## config.mk

```make
export PLATFORM = sky130hd
export DESIGN_NAME = rtc_cfg_guard
export DESIGN_NICKNAME = d
export VERILOG_FILES = /design/src/rtl/rtc_guard_pkg.sv /design/src/rtl/rtc_key_lock.sv /design/src/rtl/rtc_init_seq.sv /design/src/rtl/rtc_guard_decode.sv /design/src/rtl/rtc_cfg_guard.sv
export SDC_FILE = /design/constraint.sdc
export NUM_CORES = 1
export LEC_CHECK = 0
export BUFFER_PORTS_ARGS = -buffer_cell sky130_fd_sc_hd__buf_2
export CORE_MARGIN = 4
export CORE_UTILIZATION = 39
export DETAILED_ROUTE_END_ITERATION = 8
export GPL_TIMING_DRIVEN = 0
export MAX_ROUTING_LAYER = met4
export PLACE_DENSITY = 0.84
export SETUP_SLACK_MARGIN = 0.15
export SYNTH_ARGS = -nofsm -noshare
export SYNTH_HDL_FRONTEND = slang
export SYNTH_SLANG_ARGS = --single-unit
```

## constraint.sdc

```tcl
create_clock -name clk -period 3.5 [get_ports clk]
set_input_delay 0.35 -clock clk [delete_from_list [all_inputs] [get_ports clk]]
set_output_delay 0.35 -clock clk [all_outputs]
set_load 0.02 [all_outputs]
```

## src/rtl/rtc_guard_pkg.sv

```systemverilog
package rtc_guard_pkg;

   // key sequencer states
   typedef enum logic [1:0] {
      LK_SHUT = 2'd0,
      LK_HALF = 2'd1,
      LK_OPEN = 2'd2
   } lock_st_e;

   // control register bit positions software depends on
   localparam int REQ_BIT = 7;
   localparam int ACT_BIT = 6;
   localparam int SYN_BIT = 5;

endpackage

```

## src/rtl/rtc_key_lock.sv

```systemverilog
module rtc_key_lock
   import rtc_guard_pkg::*;
#(
   parameter int          DATA_W        = 32,
   parameter int          KEY_W         = 8,
   parameter logic [7:0]  KEY_FIRST     = 8'hCA,
   parameter logic [7:0]  KEY_SECOND    = 8'h53,
   parameter bit          KEY_FULL_WORD = 1'b1
) (
   input  logic              clk,
   input  logic              rst_n,
   input  logic              key_wr,
   input  logic [DATA_W-1:0] key_data,
   output logic              unlocked
);

   lock_st_e   st_q, st_d;
   logic       hit_first, hit_second;
   logic       upper_ok;

   // pick the key compare variant
   generate
      if (KEY_FULL_WORD && (DATA_W > KEY_W)) begin : g_full
         assign upper_ok = (key_data[DATA_W-1:KEY_W] == '0);
      end else begin : g_low
         assign upper_ok = 1'b1;
      end
   endgenerate

   assign hit_first  = upper_ok && (key_data[KEY_W-1:0] == KEY_FIRST[KEY_W-1:0]);
   assign hit_second = upper_ok && (key_data[KEY_W-1:0] == KEY_SECOND[KEY_W-1:0]);

   always_comb begin
      st_d = st_q;
      if (key_wr) begin
         unique case (st_q)
            LK_SHUT: st_d = hit_first  ? LK_HALF : LK_SHUT;
            LK_HALF: st_d = hit_second ? LK_OPEN : LK_SHUT;
            LK_OPEN: st_d = hit_first  ? LK_HALF : LK_SHUT;
            default: st_d = LK_SHUT;
         endcase
      end
   end

   always_ff @(posedge clk or negedge rst_n) begin
      if (!rst_n) st_q <= LK_SHUT;
      else        st_q <= st_d;
   end

   assign unlocked = (st_q == LK_OPEN);


   open_needs_second_chk: assert property (@(posedge clk) disable iff (!rst_n)
      $rose(unlocked) |-> $past(key_wr && hit_second));


   relock_on_key_chk: assert property (@(posedge clk) disable iff (!rst_n)
      (unlocked && key_wr) |=> !unlocked);


   bad_mid_byte_chk: assert property (@(posedge clk) disable iff (!rst_n)
      (st_q == LK_HALF && key_wr && !hit_second) |=> (!unlocked && !$stable(st_q) || st_q == LK_SHUT || st_q == LK_HALF));

endmodule

```

## src/rtl/rtc_init_seq.sv

```systemverilog
module rtc_init_seq #(
   parameter int ENTRY_DLY = 2,
   parameter int EXIT_DLY  = 4
) (
   input  logic clk,
   input  logic rst_n,
   input  logic ctl_wr,
   input  logic req_val,
   input  logic syn_keep,
   output logic init_req,
   output logic init_active,
   output logic freeze,
   output logic synced
);

   localparam int ENT_W = (ENTRY_DLY < 2) ? 1 : $clog2(ENTRY_DLY);
   localparam int EXT_W = (EXIT_DLY  < 2) ? 1 : $clog2(EXIT_DLY);
   localparam logic [ENT_W-1:0] ENT_LAST = ENT_W'(ENTRY_DLY - 1);
   localparam logic [EXT_W-1:0] EXT_LAST = EXT_W'(EXIT_DLY - 1);

   logic             req_q, act_q, exit_q, syn_q;
   logic [ENT_W-1:0] ent_q;
   logic [EXT_W-1:0] ext_q;
   logic             req_nx, req_rise, req_fall, exit_done;

   assign req_nx    = ctl_wr ? req_val : req_q;
   assign req_rise  = req_nx && !req_q;
   assign req_fall  = req_q && !req_nx;
   assign exit_done = exit_q && !req_nx && (ext_q == EXT_LAST);

   // entry side: request held ENTRY_DLY edges before acknowledging
   always_ff @(posedge clk or negedge rst_n) begin
      if (!rst_n) begin
         req_q <= 1'b0;
         act_q <= 1'b0;
         ent_q <= '0;
      end else begin
         req_q <= req_nx;
         if (!req_nx) begin
            act_q <= 1'b0;
            ent_q <= '0;
         end else if (req_q && !act_q) begin
            if (ent_q == ENT_LAST) act_q <= 1'b1;
            else                   ent_q <= ent_q + 1'b1;
         end
      end
   end

   // exit side: freeze lingers EXIT_DLY edges after the request drops
   always_ff @(posedge clk or negedge rst_n) begin
      if (!rst_n) begin
         exit_q <= 1'b0;
         ext_q  <= '0;
      end else if (req_fall) begin
         exit_q <= 1'b1;
         ext_q  <= '0;
      end else if (req_nx) begin
         exit_q <= 1'b0;
         ext_q  <= '0;
      end else if (exit_q) begin
         if (ext_q == EXT_LAST) exit_q <= 1'b0;
         else                   ext_q  <= ext_q + 1'b1;
      end
   end

   always_ff @(posedge clk or negedge rst_n) begin
      if (!rst_n)                   syn_q <= 1'b0;
      else if (req_rise)            syn_q <= 1'b0;
      else if (exit_done)           syn_q <= 1'b1;
      else if (ctl_wr && !syn_keep) syn_q <= 1'b0;
   end

   assign init_req    = req_q;
   assign init_active = act_q;
   assign freeze      = req_q | exit_q;
   assign synced      = syn_q;


   act_needs_req_chk: assert property (@(posedge clk) disable iff (!rst_n)
      init_active |-> (init_req && freeze));


   act_after_hold_chk: assert property (@(posedge clk) disable iff (!rst_n)
      $rose(init_active) |-> $past(init_req));


   drop_with_req_chk: assert property (@(posedge clk) disable iff (!rst_n)
      (ctl_wr && !req_val) |=> !init_active);


   sync_on_release_chk: assert property (@(posedge clk) disable iff (!rst_n)
      $rose(synced) |-> $fell(freeze));


   exit_cancel_chk: assert property (@(posedge clk) disable iff (!rst_n)
      (exit_q && ctl_wr && req_val) |=> (freeze && !synced));

endmodule

```

## src/rtl/rtc_guard_decode.sv

```systemverilog
module rtc_guard_decode #(
   parameter int          ADDR_W    = 4,
   parameter int          KEY_ADDR  = 9,
   parameter int          CTRL_ADDR = 3,
   parameter int unsigned CAL_MASK  = 32'h0000_0013
) (
   input  logic              bus_wr,
   input  logic [ADDR_W-1:0] bus_addr,
   input  logic              unlocked,
   input  logic              init_active,
   output logic              key_wr,
   output logic              ctl_wr,
   output logic              guard_we
);

   localparam int                NADDR  = 1 << ADDR_W;
   localparam logic [31:0]       CMASK  = CAL_MASK;
   localparam logic [ADDR_W-1:0] KEY_A  = ADDR_W'(KEY_ADDR);
   localparam logic [ADDR_W-1:0] CTRL_A = ADDR_W'(CTRL_ADDR);

   logic [NADDR-1:0] cal_vec;
   logic             is_key, is_ctl, is_cal;

   generate
      for (genvar a = 0; a < NADDR; a++) begin : g_cal
         if (CMASK[a]) begin : g_on
            assign cal_vec[a] = (bus_addr == ADDR_W'(a));
         end else begin : g_off
            assign cal_vec[a] = 1'b0;
         end
      end
   endgenerate

   assign is_key = (bus_addr == KEY_A);
   assign is_ctl = (bus_addr == CTRL_A);
   assign is_cal = |cal_vec;

   assign key_wr   = bus_wr && is_key;
   assign ctl_wr   = bus_wr && is_ctl && unlocked;
   assign guard_we = bus_wr && unlocked && !is_key && !is_ctl && (!is_cal || init_active);

endmodule

```

## src/rtl/rtc_cfg_guard.sv

```systemverilog
module rtc_cfg_guard
   import rtc_guard_pkg::*;
#(
   parameter int          ADDR_W        = 4,
   parameter int          DATA_W        = 32,
   parameter int          KEY_W         = 8,
   parameter logic [7:0]  KEY_FIRST     = 8'hCA,
   parameter logic [7:0]  KEY_SECOND    = 8'h53,
   parameter bit          KEY_FULL_WORD = 1'b1,
   parameter int          KEY_ADDR      = 9,
   parameter int          CTRL_ADDR     = 3,
   parameter int unsigned CAL_MASK      = 32'h0000_0013,
   parameter int          ENTRY_DLY     = 2,
   parameter int          EXIT_DLY      = 4
) (
   input  logic              clk,
   input  logic              rst_n,
   input  logic              bus_wr,
   input  logic [ADDR_W-1:0] bus_addr,
   input  logic [DATA_W-1:0] bus_wdata,
   output logic [DATA_W-1:0] bus_rdata,
   output logic              guard_we,
   output logic              freeze,
   output logic              init_active,
   output logic              synced,
   output logic              unlocked
);

   localparam logic [ADDR_W-1:0] CTRL_A = ADDR_W'(CTRL_ADDR);
   localparam logic [ADDR_W-1:0] KEY_A  = ADDR_W'(KEY_ADDR);

   // elaboration-time parameter checks
   generate
      if (KEY_W < 1 || KEY_W > 8 || KEY_W > DATA_W) begin : g_bad_key
         $error("key width out of range");
      end
      if (DATA_W <= REQ_BIT) begin : g_bad_data
         $error("data width too small for control bits");
      end
      if (ADDR_W < 2 || ADDR_W > 5) begin : g_bad_addr
         $error("address width out of range");
      end
      if (KEY_ADDR == CTRL_ADDR || KEY_ADDR >= (1 << ADDR_W) || CTRL_ADDR >= (1 << ADDR_W)) begin : g_bad_map
         $error("key and control addresses clash or do not fit");
      end
      if (((CAL_MASK >> KEY_ADDR) & 1) != 0 || ((CAL_MASK >> CTRL_ADDR) & 1) != 0) begin : g_bad_mask
         $error("calendar mask covers key or control address");
      end
      if (ENTRY_DLY < 1 || EXIT_DLY < 1) begin : g_bad_dly
         $error("delays must be at least one cycle");
      end
   endgenerate

   logic key_wr, ctl_wr, init_req;

   rtc_guard_decode #(
      .ADDR_W    (ADDR_W),
      .KEY_ADDR  (KEY_ADDR),
      .CTRL_ADDR (CTRL_ADDR),
      .CAL_MASK  (CAL_MASK)
   ) u_dec (
      .bus_wr      (bus_wr),
      .bus_addr    (bus_addr),
      .unlocked    (unlocked),
      .init_active (init_active),
      .key_wr      (key_wr),
      .ctl_wr      (ctl_wr),
      .guard_we    (guard_we)
   );

   rtc_key_lock #(
      .DATA_W        (DATA_W),
      .KEY_W         (KEY_W),
      .KEY_FIRST     (KEY_FIRST),
      .KEY_SECOND    (KEY_SECOND),
      .KEY_FULL_WORD (KEY_FULL_WORD)
   ) u_lock (
      .clk      (clk),
      .rst_n    (rst_n),
      .key_wr   (key_wr),
      .key_data (bus_wdata),
      .unlocked (unlocked)
   );

   rtc_init_seq #(
      .ENTRY_DLY (ENTRY_DLY),
      .EXIT_DLY  (EXIT_DLY)
   ) u_init (
      .clk         (clk),
      .rst_n       (rst_n),
      .ctl_wr      (ctl_wr),
      .req_val     (bus_wdata[REQ_BIT]),
      .syn_keep    (bus_wdata[SYN_BIT]),
      .init_req    (init_req),
      .init_active (init_active),
      .freeze      (freeze),
      .synced      (synced)
   );

   // read mux: key address falls through to zero
   always_comb begin
      bus_rdata = '0;
      if (bus_addr == CTRL_A) begin
         bus_rdata[REQ_BIT] = init_req;
         bus_rdata[ACT_BIT] = init_active;
         bus_rdata[SYN_BIT] = synced;
      end
   end


   guard_needs_open_chk: assert property (@(posedge clk) disable iff (!rst_n)
      guard_we |-> unlocked);


   locked_freeze_hold_chk: assert property (@(posedge clk) disable iff (!rst_n)
      (!unlocked && !freeze) |=> !init_active);


   key_reads_zero_chk: assert property (@(posedge clk) disable iff (!rst_n)
      (bus_addr == KEY_A) |-> (bus_rdata == '0));

endmodule

```

# ---- After elaboration in Yosys (flattened, before gate mapping)
# Cells that the tools add are included.
dict set report word_totals {
  output_inout_bits 37
  input_bits 39
  reg_bits 9
  word_cells 76
}
dict set report classes {
  n_eq_ne 12
  bitwise 1
  mux 22
  add_sub_neg 2
  n_reduce_logical 32
}
# operator count
set ops {}
lappend ops {{zero test 24 bit} 1}
lappend ops {{logical AND 1 bit} 15}
lappend ops {{two-way mux 1 bit} 15}
lappend ops {{two-way mux 2 bit} 5}
lappend ops {{equality test 8 x 7 -> 1 bit, second input constant} 1}
lappend ops {{equality test 8 bit, second input constant} 1}
lappend ops {{zero test 1 bit} 7}
lappend ops {{nonzero test 3 bit} 2}
lappend ops {{equality test 2 bit, second input constant} 2}
lappend ops {{equality test 4 x 1 -> 1 bit, second input constant} 1}
lappend ops {{equality test 4 x 2 -> 1 bit, second input constant} 1}
lappend ops {{equality test 4 x 3 -> 1 bit, second input constant} 1}
lappend ops {{equality test 4 bit, second input constant} 1}
lappend ops {{zero test 4 bit} 1}
lappend ops {{case mux 2 bit (2 select lines)} 1}
lappend ops {{AND reduction 2 bit} 2}
lappend ops {{two-way mux 3 bit} 1}
lappend ops {{inequality test 3 x 1 -> 1 bit, second input constant} 1}
lappend ops {{OR reduction 3 bit} 1}
lappend ops {{adder 2 x 1 -> 2 bit, second input constant} 1}
lappend ops {{equality test 2 x 1 -> 1 bit, second input constant} 1}
lappend ops {{zero test 2 bit} 1}
lappend ops {{inequality test 2 x 1 -> 1 bit, second input constant} 1}
lappend ops {{inequality test 2 bit, second input constant} 1}
lappend ops {{4 further kinds} 4}

# ---- Depth between registers and ports, before layout
# Gate-level depths: netlist of run 1.
dict set report depth {
  ltp_word 9
  mapped_depth 5
  mapped_depth_nobuf 4
}

# ---- Modules after synthesis
# Synthesis of run 1 repeated with hierarchy kept, for this count alone.
dict set report hier_totals {
  hier_cells 93
  hier_area_um2 810.8
}
# mod area_per_inst_um2 n_inst cells_each seq_area_each_um2
set modules_own_cells {}
lappend modules_own_cells {rtc_init_seq 316.6 1 29 175.2}
lappend modules_own_cells {rtc_cfg_guard 252.7 1 34 0.0}
lappend modules_own_cells {rtc_key_lock 181.4 1 22 50.0}
lappend modules_own_cells {rtc_guard_decode 60.1 1 8 0.0}

# ---- Worst setup path before layout of run 1
# No wires, ideal clock.
dict set report synth_path {
  path_type {reg2out}
  start {register u_lock.st_q[0]}
  end {output port guard_we}
  path_stages_with_launch 3
  t_arrival_ns 1.552
  n_path_buf 0
  required_ns 3.150
  slack_ns 1.598
  cell_sequence {dfrtp_1 -> nor2b_1 -> nor4bb_1}
}
dict set report synth_via {
  elab_chain_cells 5
}
# item line_no
set synth_rtl {}
lappend synth_rtl {{start: declaration} rtc_key_lock.sv:17} ;# lock_st_e st_q, st_d;
lappend synth_rtl {{start signal: assignment} rtc_key_lock.sv:47} ;# else st_q <= st_d;
lappend synth_rtl {{equality test 2 bit} rtc_key_lock.sv:50} ;# assign unlocked = (st_q == LK_OPEN);
lappend synth_rtl {{net unlocked} rtc_cfg_guard.sv:26} ;# output logic unlocked
lappend synth_rtl {{logical AND 1 bit (4 in a row)} rtc_guard_decode.sv:40} ;# assign guard_we = bus_wr && unlocked && !is_key && !is_ctl && (!is_cal || init_active);
lappend synth_rtl {{end: declaration} rtc_cfg_guard.sv:22} ;# output logic guard_we,
# The timed path passes the listed nets, and every way through them passes these cells.

# ---- Final worst setup path of run 1
dict set report layout_path {
  start {register u_init.act_q, in the netlist u_init.init_active}
  end {output port guard_we}
}
dict set report layout_via {
  elab_chain_cells 2
}
# item line_no
set layout_rtl {}
lappend layout_rtl {{start: declaration} rtc_init_seq.sv:21} ;# logic req_q, act_q, exit_q, syn_q;
lappend layout_rtl {{start signal: assignment} rtc_init_seq.sv:35} ;# act_q <= 1'b0;
lappend layout_rtl {{start signal: assignment} rtc_init_seq.sv:40} ;# act_q <= 1'b0;
lappend layout_rtl {{start signal: assignment} rtc_init_seq.sv:43} ;# if (ent_q == ENT_LAST) act_q <= 1'b1;
lappend layout_rtl {{logical OR 1 bit} rtc_guard_decode.sv:40}
lappend layout_rtl {{logical AND 1 bit} rtc_guard_decode.sv:40}
# No other way between the ends.

==> results of run 1 <==
through the flow:
| step | hold slack, ns | util [%] | setup slack, ns | std cells |
|---|---|---|---|---|
| 6_report | 0.359 | 61.8 | 1.78 | 199 |
| 5_1_grt | 0.370 | 61.8 | 1.67 | 199 |
| 4_1_cts | 0.354 | 61.8 | 1.77 | 199 |
| 3_5_place_dp | 0.213 | 60.0 | 1.88 | 194 |
| 3_3_place_gp | 0.207 | 60.0 | 1.91 | 194 |
| 2_1_floorplan | 0.0544 | - | 1.60 | 121 |
sequential cells by signal, indices dropped and copies added, names as in the netlist:
name / cells
u_init.ext_q: 2
u_init.init_req: 1
u_lock.st_q: 2
u_init.exit_q: 1
u_init.synced: 1
u_init.ent_q: 1
u_init.init_active: 1
how the worst min path moves through the flow:
stage / startpoint / endpoint / slack (ns) / depth (start not counted)
6_report: bus_wdata[0] / u_lock.st_q[1]$_DFFE_PN0P_ / 0.36 / 3
5_1_grt: bus_wdata[0] / u_lock.st_q[1]$_DFFE_PN0P_ / 0.37 / 3
4_1_cts: bus_wdata[0] / u_lock.st_q[1]$_DFFE_PN0P_ / 0.35 / 3
3_5_place_dp: rst_n / u_init.init_active$_DFFE_PN0P_ / 0.21 / 1
3_3_place_gp: rst_n / u_init.init_active$_DFFE_PN0P_ / 0.21 / 1
2_1_floorplan: rst_n / u_init.ent_q$_DFFE_PN0P_ / 0.05 / 0
critical path, cell delays in order (launching register included):
cell,delay [ns]
dfrtp_1,0.40
inv_1,0.07
mux2i_1,0.14
a211oi_1,0.07
nor4bb_1,0.23
buf_2,0.20
area by class of cell:
| cell class | instances | share of cell area, % |
|---|---|---|
| buffer | 31 | 18.8 |
| clock buffer | 4 | 2.12 |
| inverter | 2 | 0.607 |
| multi-input combinational | 79 | 38.1 |
| sequential | 9 | 18.2 |
| tap | 27 | 2.73 |
| timing repair buffer | 47 | 19.4 |
logic make-up (layout without fill, tap and decap cells):
kind of cell               Yosys count  after routing  synth area share, %
DFF                                  9              9                 27.1
muxes                                3              3                 4.21
other                                1             29                0.451
AOI/OAI and AO/OA                   10             10                 8.72
buffers and inverters               33             84                 28.9
and+or+nand+nor                     35             35                 28.1
xor gates and xnor gates             1              1                 1.05
adders and majority gates            1              1                 1.50
layer usage:
metal  vias to the layer above  wire length [um]  GRT usage (%)
met5                         -                 0              -
met4                         0                 0           2.49
met3                         0               224           3.60
met2                        50              1120           27.7
met1                       381               828           17.0
li1                        433                 -              -
Yosys cell counts, drive strengths merged:
cell type   n
nor3        2
conb        1
mux2i       2
and4        1
nor4        5
nand2       5
nor2        4
o221ai      1
mux2        1
nand4       1
xnor2       1
o31ai       2
a21boi      1
a211oi      3
a32oi       1
nor4bb      3
and4bb      1
or3         1
inv         2
and3        1
dfrtp       9
nand3b      1
and2        3
a21oi       2
buf        30
clkbuf      1
or2         1
ha          1
nor2b       3
nor4b       3
power groups by stage:
stage	registers [mW]	logic (mW)	clock network [mW]
floorplan	0.106	0.0583	0
global placement	0.106	0.0837	0
detailed placement	0.106	0.0852	0
CTS	0.104	0.0861	0.0850
global route	0.104	0.0964	0.0922
finish	0.104	0.0883	0.0817
what timing repair did:
item,4_1_cts,5_1_grt
endpoints found under the hold margin,9,0
gates resized for setup,0,0
hold buffers,1,0
==> reports/results.txt, run 1 <==
mean post-synth cell area -> 8.95 um^2
Cell variety after synth -> 32
number of vias in the routed layout -> 864
design internal power -> 190 uW
leakage component of the power -> 0.687 nW
Placer Congestion -> 0.723
Routed WL per cell -> 10.9 um
Worst Setup End Kind -> output port
register share of total power -> 38.0%
Worst Reg2Reg Path Length in Cells -> 5
number of global-route vias before repair -> 793
floorplan die width -> 54.2 um
clock transition at the registers of the reported paths -> 0.06 ns
post-synth top area share -> 27.1%
cell area after placement -> 1200 um^2
number of buffers inserted to repair setup after CTS -> 0
clock root buffer -> clkbuf_4
startpoint-to-endpoint class of the critical path -> register to output port
Comb pwr share -> 32.2%
number of violations of the max-capacitance limit -> 0
post-synthesis cell count -> 93
count of port buffers added during placement -> 46
fraction of power spent switching nets -> 30.7%
placeable core area -> 2000 um^2
arrival time worst endpoint -> 1.37 ns
DP HPWL -> 1840 um
Cell Pwr Density -> 221 nW/um^2
Die H -> 54.2 um
maximum resistive drop on vdd -> 0.152 mV
Via-to-Cell Ratio -> 4.34
type of the most critical hold path -> input port to register
area taken by flip-flops and latches -> 225 um^2
commonest cells after routing, fill and taps aside -> buf_2 (46), buf_4 (29), conb_1 (29)
# IOs -> 76
count of warnings emitted by yosys -> 0
TritonCTS clock tree -> built
antenna diode count -> 0
starting density of the core -> 41.6%
fraction of the yosys area taken by sequential cells -> 27.1%
FP Rows -> 16
RSZ-0062 raised after global routing -> no
Routed Wire Length -> 2170 um
required time of the critical path -> 3.15 ns
number of design-rule violations left by the first detailed-router iteration -> 15
gr usage total -> 15.3%
H-tree levels -> 1
post-route design area -> 1240 um^2
Layout area overhead -> 48.7%
largest net degree at the start of global routing -> 11
final worst clock skew -> 0.00670 ns
launching instance or port of the critical path -> u_init.init_active$_DFFE_PN0P_
highest fanout seen on the critical path -> 5
Total Nets Final -> 213
total clock sinks -> 9
post-synthesis register bit count -> 9
insertion delay to the later sink of the worst-skew pair -> 0.26 ns
worst r2r src -> u_lock.st_q[0]$_DFFE_PN0P_
initial antenna violation count -> 0
Startpoint Class -> register
Overall Power -> 274 uW
ratio of cells with drive above 1 in the final layout -> 48.3%
area leader, netlist -> dfrtp_1
die outline area -> 2940 um^2
number of detailed-route iterations in the first pass -> 4
destination of the worst register-to-register timing path -> u_init.exit_q$_DFF_PN0_
final setup fails -> 0
status -> completed
sum of negative setup slack -> 0 ns
Achievable Freq -> 581 MHz
wire length of the first global-routing pass -> 3200 um
final worst path period share -> 49.2%
Slew Limit Fails -> 0
residual antenna-violating net count after detailed routing -> 0
Clk pwr share -> 29.8%
post-route minimum period -> 1.72 ns
clock buffers created by TritonCTS -> 3
final routed DRC violation total -> 0
ranking of synthesized cells by area -> dfrtp_1 (27%), buf_4 (26%), nor4_1 (3.8%)
GRT Residual Overflow -> 0
most common library cell in the layout ignoring fill and taps -> buf_2
total area of multi-input combinational cells -> 472 um^2
destination of the critical timing path -> guard_we
register-to-register setup slack -> 2.10 ns
post-synthesis cell area -> 832 um^2
number of buffers on the longest clock path -> 2
number of fill cells -> 191
hold violation total from the final report -> 0
Net Switching -> 84.1 uW
No activity file was read; power rests on OpenSTA's default activity.
==> inputs of run 2 (changes only) <==
Settings changed: CORE_UTILIZATION 39 to 37, PLACE_DENSITY 0.84 to 0.8.
Clock period 3.5 ns to 1.7 ns, I/O delays scaled along.
==> run 2 against run 1 <==
  * Wire length shrank 1.4%
  * Highest routed layer unchanged
  * Count of clock-buffer cells in the layout is the same
  * Clock power grew 96%
==> reports/results.txt, run 2 (synthesized netlist as in run 1, its figures left out) <==
status -> completed (unchanged)
clock root buffer -> clkbuf_4 (unchanged)
final routed DRC violation total -> 0 (unchanged)
wire length of the first global-routing pass -> 3530 um (was 3200 um)
die outline area -> 3070 um^2 (was 2940 um^2)
Net Switching -> 165 uW (was 84.1 uW)
final core utilization -> 61.4% (was 61.8%)
count of port buffers added during placement -> 46 (unchanged)
insertion delay to the later sink of the worst-skew pair -> 0.25 ns (was 0.26 ns)
hold violation total from the final report -> 0 (unchanged)
sum of negative setup slack -> 0 ns (unchanged)
met3 Usage GRT -> 3.73% (was 3.60%)
Largest regs -> u_init.ext_q (2), u_lock.st_q (2) (unchanged)
Via-to-Cell Ratio -> 4.10 (was 4.34)
number of global-route vias before repair -> 827 (was 793)
arrival time worst endpoint -> 1.29 ns (was 1.37 ns)
clock buffers created by TritonCTS -> 3 (unchanged)
final setup fails -> 0 (unchanged)
worst r2r src -> u_lock.st_q[1]$_DFFE_PN0P_ (was u_lock.st_q[0]$_DFFE_PN0P_)
Critical-path top delay cell -> dfrtp_1 (unchanged)
Overall Power -> 556 uW (was 274 uW)
type of the most critical hold path -> input port to register (unchanged)
Stages on worst setup path -> 5 (unchanged)
Clk pwr share -> 28.9% (was 29.8%)
leakage component of the power -> 0.693 nW (was 0.687 nW)
GRT Residual Overflow -> 0 (unchanged)
Worst Reg2Reg Path Length in Cells -> 5 (unchanged)
starting density of the core -> 40.7% (was 41.6%)
Routed Wire Length -> 2140 um (was 2170 um)
floorplan die width -> 55.4 um (was 54.2 um)
number of violations of the max-capacitance limit -> 0 (unchanged)
number of buffer and inverter stages on the critical path -> 2 (unchanged)
fraction of power spent switching nets -> 29.7% (was 30.7%)
final worst path period share -> 85.7%
Worst Setup End Kind -> output port (unchanged)
placeable core area -> 2040 um^2 (was 2000 um^2)
ratio of cells with drive above 1 in the final layout -> 49.7% (was 48.3%)
met1 Use GR -> 15.4% (was 17.0%)
register-to-register setup slack -> 0.33 ns (was 2.10 ns)
Layout area overhead -> 50.7% (was 48.7%)
Total Nets Final -> 214 (was 213)
initial antenna violation count -> 0 (unchanged)
post-route design area -> 1250 um^2 (was 1240 um^2)
global route hottest layer -> met2 (unchanged)
Die H -> 55.4 um (was 54.2 um)
number of design-rule violations left by the first detailed-router iteration -> 9 (was 15)
post-route minimum period -> 1.46 ns
largest net degree at the start of global routing -> 11 (unchanged)
gr usage total -> 14.0% (was 15.3%)
required time of the critical path -> 1.53 ns (was 3.15 ns)
H-tree levels -> 1 (unchanged)
Slew Limit Fails -> 0 (unchanged)
clock transition at the registers of the reported paths -> 0.06 ns (about the same)
most common library cell in the layout ignoring fill and taps -> buf_2 (unchanged)
commonest cells after routing, fill and taps aside -> buf_2 (46), buf_4 (30), conb_1 (29) (was buf_2 (46), buf_4 (29), conb_1 (29))
startpoint-to-endpoint class of the critical path -> register to output port (unchanged)
antenna diode count -> 0 (unchanged)
destination of the worst register-to-register timing path -> u_init.synced$_DFFE_PN0P_ (was u_init.exit_q$_DFF_PN0_)
highest fanout seen on the critical path -> 2 (was 5)
global-route met2 utilization -> 25.0% (was 27.7%)
number of vias in the routed layout -> 819 (was 864)
# IOs -> 76 (unchanged)
TritonCTS clock tree -> built (unchanged)
total clock sinks -> 9 (unchanged)
RSZ-0062 raised after global routing -> no (unchanged)
worst hold margin -> 0.206 ns (was 0.359 ns)
worst hold path cell count -> 3 (unchanged)
launching instance or port of the critical path -> u_init.init_active$_DFFE_PN0P_ (unchanged)
cell area after placement -> 1210 um^2 (was 1200 um^2)
residual antenna-violating net count after detailed routing -> 0 (unchanged)
design internal power -> 391 uW (was 190 uW)
final worst clock skew -> 0.00313 ns (was 0.00670 ns)
kind of cell adding the most delay to the critical path -> flip-flops (unchanged)
register share of total power -> 38.5% (was 38.0%)
Comb pwr share -> 32.6% (was 32.2%)
highest cell delay on the worst timing path -> 0.34 ns (was 0.40 ns)
CP cell instances -> inv_1, mux2i_1, a211oi_1, nor4bb_2, buf_2 (was inv_1, mux2i_1, a211oi_1, nor4bb_1, buf_2)
Cell Pwr Density -> 444 nW/um^2 (was 221 nW/um^2)
number of detailed-route iterations in the first pass -> 4 (unchanged)
DP HPWL -> 1840 um (about the same)
number of buffers on the longest clock path -> 2 (unchanged)
Achievable Freq -> 686 MHz
CTS-repair resized insts -> 0 (unchanged)
Routed WL per cell -> 10.7 um (was 10.9 um)
Startpoint Class -> register (unchanged)
maximum resistive drop on vdd -> 0.260 mV (was 0.152 mV)
Placer Congestion -> 0.884 (was 0.723)
FP Rows -> 16 (unchanged)
destination of the critical timing path -> guard_we (unchanged)
-- run 2: worst min-delay path by stage --
stage                            start  slack (ns)                              to
after global routing      bus_wdata[7]        0.23     u_init.ext_q[1]$_DFFE_PN0P_
after floorplan                  rst_n       -0.13        u_init.ent_q$_DFFE_PN0P_
after CTS                 bus_wdata[0]        0.20      u_lock.st_q[1]$_DFFE_PN0P_
final                     bus_wdata[0]        0.21      u_lock.st_q[1]$_DFFE_PN0P_
after global placement           rst_n        0.03  u_init.init_active$_DFFE_PN0P_
after detailed placement         rst_n        0.03  u_init.init_active$_DFFE_PN0P_
-- run 2: layout make-up --
class / instances / area, um^2
multi-input combinational: 79 / 480
clock buffer: 4 / 26.3
buffer: 31 / 233
tap: 27 / 33.8
sequential: 9 / 225
timing repair buffer: 48 / 248
fill: 179 / 788
inverter: 2 / 7.51
-- run 2: layer usage --
layer	vias up	part of all wire [%]
met3	0	7.4
met2	33	51
met1	353	42
met4	0	0
li1	433	-
met5	-	0
-- run 2: what timing repair did --
| item | CTS | global route |
|---|---|---|
| hold buffers | 1 | 0 |
| hold endpoints to repair | 9 | 0 |
| setup endpoints to repair | 1 | 0 |
| buffers inserted | 1 | 0 |
-- run 2: stage by stage --
stage	setup slack, ns	cells
2_1_floorplan	0.263	121
3_3_place_gp	0.275	194
3_5_place_dp	0.259	194
4_1_cts	0.229	200
5_1_grt	0.162	200
6_report	0.243	200
-- run 2: tightest hold or removal path, stage by stage --
cell and delay, ns:
buf_2 0.10, nand3b_1 0.08, o31ai_1 0.06
-- run 2: power groups by stage --
| stage | logic (mW) | registers [mW] | clock network, mW |
|---|---|---|---|
| after floorplan | 0.121 | 0.218 | 0 |
| after global placement | 0.173 | 0.218 | 0 |
| after detailed placement | 0.176 | 0.218 | 0 |
| after CTS | 0.178 | 0.214 | 0.166 |
| after global routing | 0.197 | 0.214 | 0.180 |
| final | 0.181 | 0.214 | 0.160 |
==> inputs of run 3 (changes only) <==
--- a/config.mk
+++ b/config.mk
@@ -14,3 +14,3 @@
 export PLACE_DENSITY = 0.8
-export SETUP_SLACK_MARGIN = 0.15
+export SETUP_SLACK_MARGIN = 0.3
 export SYNTH_ARGS = -nofsm -noshare
==> constraint.sdc (replaced) <==
create_clock -name clk -period 1.7 [get_ports clk]
set_input_delay 0.51 -clock clk [delete_from_list [all_inputs] [get_ports clk]]
set_output_delay 0.51 -clock clk [all_outputs]
set_load 0.02 [all_outputs]
==> run 3 against run 2 <==
  * Sequential power barely moved
  * The flow now finishes with violations (negative setup slack)
  * First-iteration DRC count grew 33%
  * Flip-flop and latch count is the same
  * Register-to-register slack is essentially flat
  * Sequential share of layout area shrank 1.6 points
  * Critical path depth did not move
  * Count of clock-buffer cells in the layout is the same
  * Clock power rose by 4%
  * Utilization rose by 6.2 points
  * Worst hold slack worse by 0.12 ns
  * Final area rose by 10%
  * Final cell count up 1.0%
  * Largest cell class is now non-clock buffers
==> reports/results.txt, run 3 (synthesized netlist as in run 1, its figures left out) <==
FP Rows -> 16 (unchanged)
Largest regs -> u_init.ext_q (2), u_lock.st_q (2) (unchanged)
hold violation total from the final report -> 0 (unchanged)
Routed WL per cell -> 11.2 um (was 10.7 um)
initial antenna violation count -> 0 (unchanged)
fraction of power spent switching nets -> 30.6% (was 29.7%)
register-to-register setup slack -> 0.32 ns (was 0.33 ns)
TritonCTS clock tree -> built (unchanged)
Post-Place Cells -> 194 (unchanged)
required time of the critical path -> 1.19 ns (was 1.53 ns)
Clk pwr share -> 28.9% (about the same)
final setup fails -> 4 (was 0)
number of global-route vias before repair -> 853 (was 827)
number of buffers on the longest clock path -> 2 (unchanged)
Routed Wire Length -> 2260 um (was 2140 um)
register share of total power -> 37.3% (was 38.5%)
final std cells w/o fill -> 202 (was 200)
H-tree levels -> 1 (unchanged)
count of port buffers added during placement -> 46 (unchanged)
most common library cell in the layout ignoring fill and taps -> buf_2 (unchanged)
Via-to-Cell Ratio -> 4.24 (was 4.10)
Overall Power -> 574 uW (was 556 uW)
Slew Limit Fails -> 0 (unchanged)
number of buffer and inverter stages on the critical path -> 2 (unchanged)
violations in the final reports -> negative setup slack
Achievable Freq -> 535 MHz (was 686 MHz)
number of vias in the routed layout -> 857 (was 819)
total clock sinks -> 9 (unchanged)
number of violations of the max-capacitance limit -> 0 (unchanged)
commonest cells after routing, fill and taps aside -> buf_2 (37), buf_4 (35), conb_1 (29) (was buf_2 (46), buf_4 (30), conb_1 (29))
wire length of the first global-routing pass -> 3570 um (was 3530 um)
setup slack after layout -> -0.168 ns (was 0.243 ns)
Net Switching -> 175 uW (was 165 uW)
sum of negative setup slack -> -0.324 ns (was 0 ns)
antenna diode count -> 0 (unchanged)
Startpoint Class -> register (unchanged)
Layout area overhead -> 65.9% (was 50.7%)
clock transition at the registers of the reported paths -> 0.06 ns (about the same)
# IOs -> 76 (unchanged)
starting density of the core -> 40.7% (unchanged)
clock buffers created by TritonCTS -> 3 (unchanged)
Total Nets Final -> 216 (was 214)
highest cell delay on the worst timing path -> 0.36 ns (was 0.34 ns)
largest net degree at the start of global routing -> 10 (was 11)
startpoint-to-endpoint class of the critical path -> register to output port (unchanged)
Worst Reg2Reg Path Length in Cells -> 5 (unchanged)
final worst path period share -> 110% (was 85.7%)
maximum resistive drop on vdd -> 0.352 mV (was 0.260 mV)
kind of cell adding the most delay to the critical path -> flip-flops (unchanged)
Worst Setup End Kind -> output port (unchanged)
floorplan die width -> 55.4 um (unchanged)
number of design-rule violations left by the first detailed-router iteration -> 12 (was 9)
DP HPWL -> 1850 um (was 1840 um)
insertion delay to the later sink of the worst-skew pair -> 0.26 ns (was 0.25 ns)
status -> complete, but fails checks (was completed)
Hold-fix buffers, CTS -> 0 (was 1)
highest fanout seen on the critical path -> 2 (unchanged)
Comb pwr share -> 33.7% (was 32.6%)
leakage component of the power -> 0.725 nW (was 0.693 nW)
Cell Pwr Density -> 416 nW/um^2 (was 444 nW/um^2)
final routed DRC violation total -> 0 (unchanged)
arrival time worst endpoint -> 1.36 ns (was 1.29 ns)
CP cell instances -> inv_2, mux2i_2, a211oi_2, nor4bb_4, buf_4 (was inv_1, mux2i_1, a211oi_1, nor4bb_2, buf_2)
post-route minimum period -> 1.87 ns (was 1.46 ns)
final worst clock skew -> 0.00399 ns (was 0.00313 ns)
Stages on worst setup path -> 5 (unchanged)
design internal power -> 399 uW (was 391 uW)
gr usage total -> 14.7% (was 14.0%)
placeable core area -> 2040 um^2 (unchanged)
launching instance or port of the critical path -> u_init.init_active$_DFFE_PN0P_ (unchanged)
Die H -> 55.4 um (unchanged)
die outline area -> 3070 um^2 (unchanged)
Critical-path top delay cell -> dfrtp_1 (unchanged)
ratio of cells with drive above 1 in the final layout -> 57.7% (was 49.7%)
number of detailed-route iterations in the first pass -> 4 (unchanged)
Placer Congestion -> 0.822 (was 0.884)
RSZ-0062 raised after global routing -> yes (was no)
worst r2r src -> u_lock.st_q[1]$_DFFE_PN0P_ (unchanged)
clock root buffer -> clkbuf_4 (unchanged)
type of the most critical hold path -> input port to async pin (was input port to register)
residual antenna-violating net count after detailed routing -> 0 (unchanged)
GRT Residual Overflow -> 0 (unchanged)
-- run 3: cell count changes in the layout (fill, tap and decap cells not counted), sizes merged --
cell / delta
buf: +3
dlygate4sd3: -1
-- run 3: worst paths after layout --
check,end
worst min register to register,u_lock.st_q[1]$_DFFE_PN0P_
worst max register to register,u_init.synced$_DFFE_PN0P_
worst max-delay path,guard_we
min in group clk,u_lock.st_q[1]$_DFFE_PN0P_
max in group asynchronous,u_init.ext_q[1]$_DFFE_PN0P_
worst min-delay path,u_lock.st_q[1]$_DFFE_PN0P_
-- run 3: layer usage --
metal  track usage [%]  part of all wire, %  vias to the layer above
li1                  -                    -                      436
met1              14.8                   38                      376
met2              24.8                   53                       41
met3              6.99                  8.6                        4
met4              4.86                  1.2                        0
met5                 -                    0                        -
-- run 3: power by group through the flow --
stage / clock, mW / combinational (mW) / sequential (mW)
floorplan: 0 / 0.123 / 0.218
finish: 0.166 / 0.194 / 0.214
global route: 0.193 / 0.210 / 0.214
detailed placement: 0 / 0.180 / 0.218
CTS: 0.176 / 0.184 / 0.214
global placement: 0 / 0.177 / 0.218
-- run 3: through the flow --
stage               hold slack, ns  worst slack, ns  utilization (%)  instance area (um^2)
global route                0.0761           -0.274             67.6                  1380
detailed placement           0.374           -0.178             60.5                  1240
finish                      0.0857           -0.168             67.6                  1380
floorplan                    0.214           0.0322                -                   972
CTS                         0.0838           -0.159             65.5                  1340
global placement             0.365           -0.146             60.5                  1240
-- run 3: area by class of cell --
cell class	count	area, um^2
fill	174	662
timing repair buffer	50	313
clock buffer	4	26.3
sequential	9	225
multi-input combinational	79	532
inverter	2	7.51
tap	27	33.8
buffer	31	243
-- run 3: repair_timing --
| item | in CTS | in global routing |
|---|---|---|
| pin swaps | 6 | 6 |
| setup buffers | 3 | 1 |
| setup endpoints to repair | 9 | 14 |
| gates resized for setup | 16 | 9 |
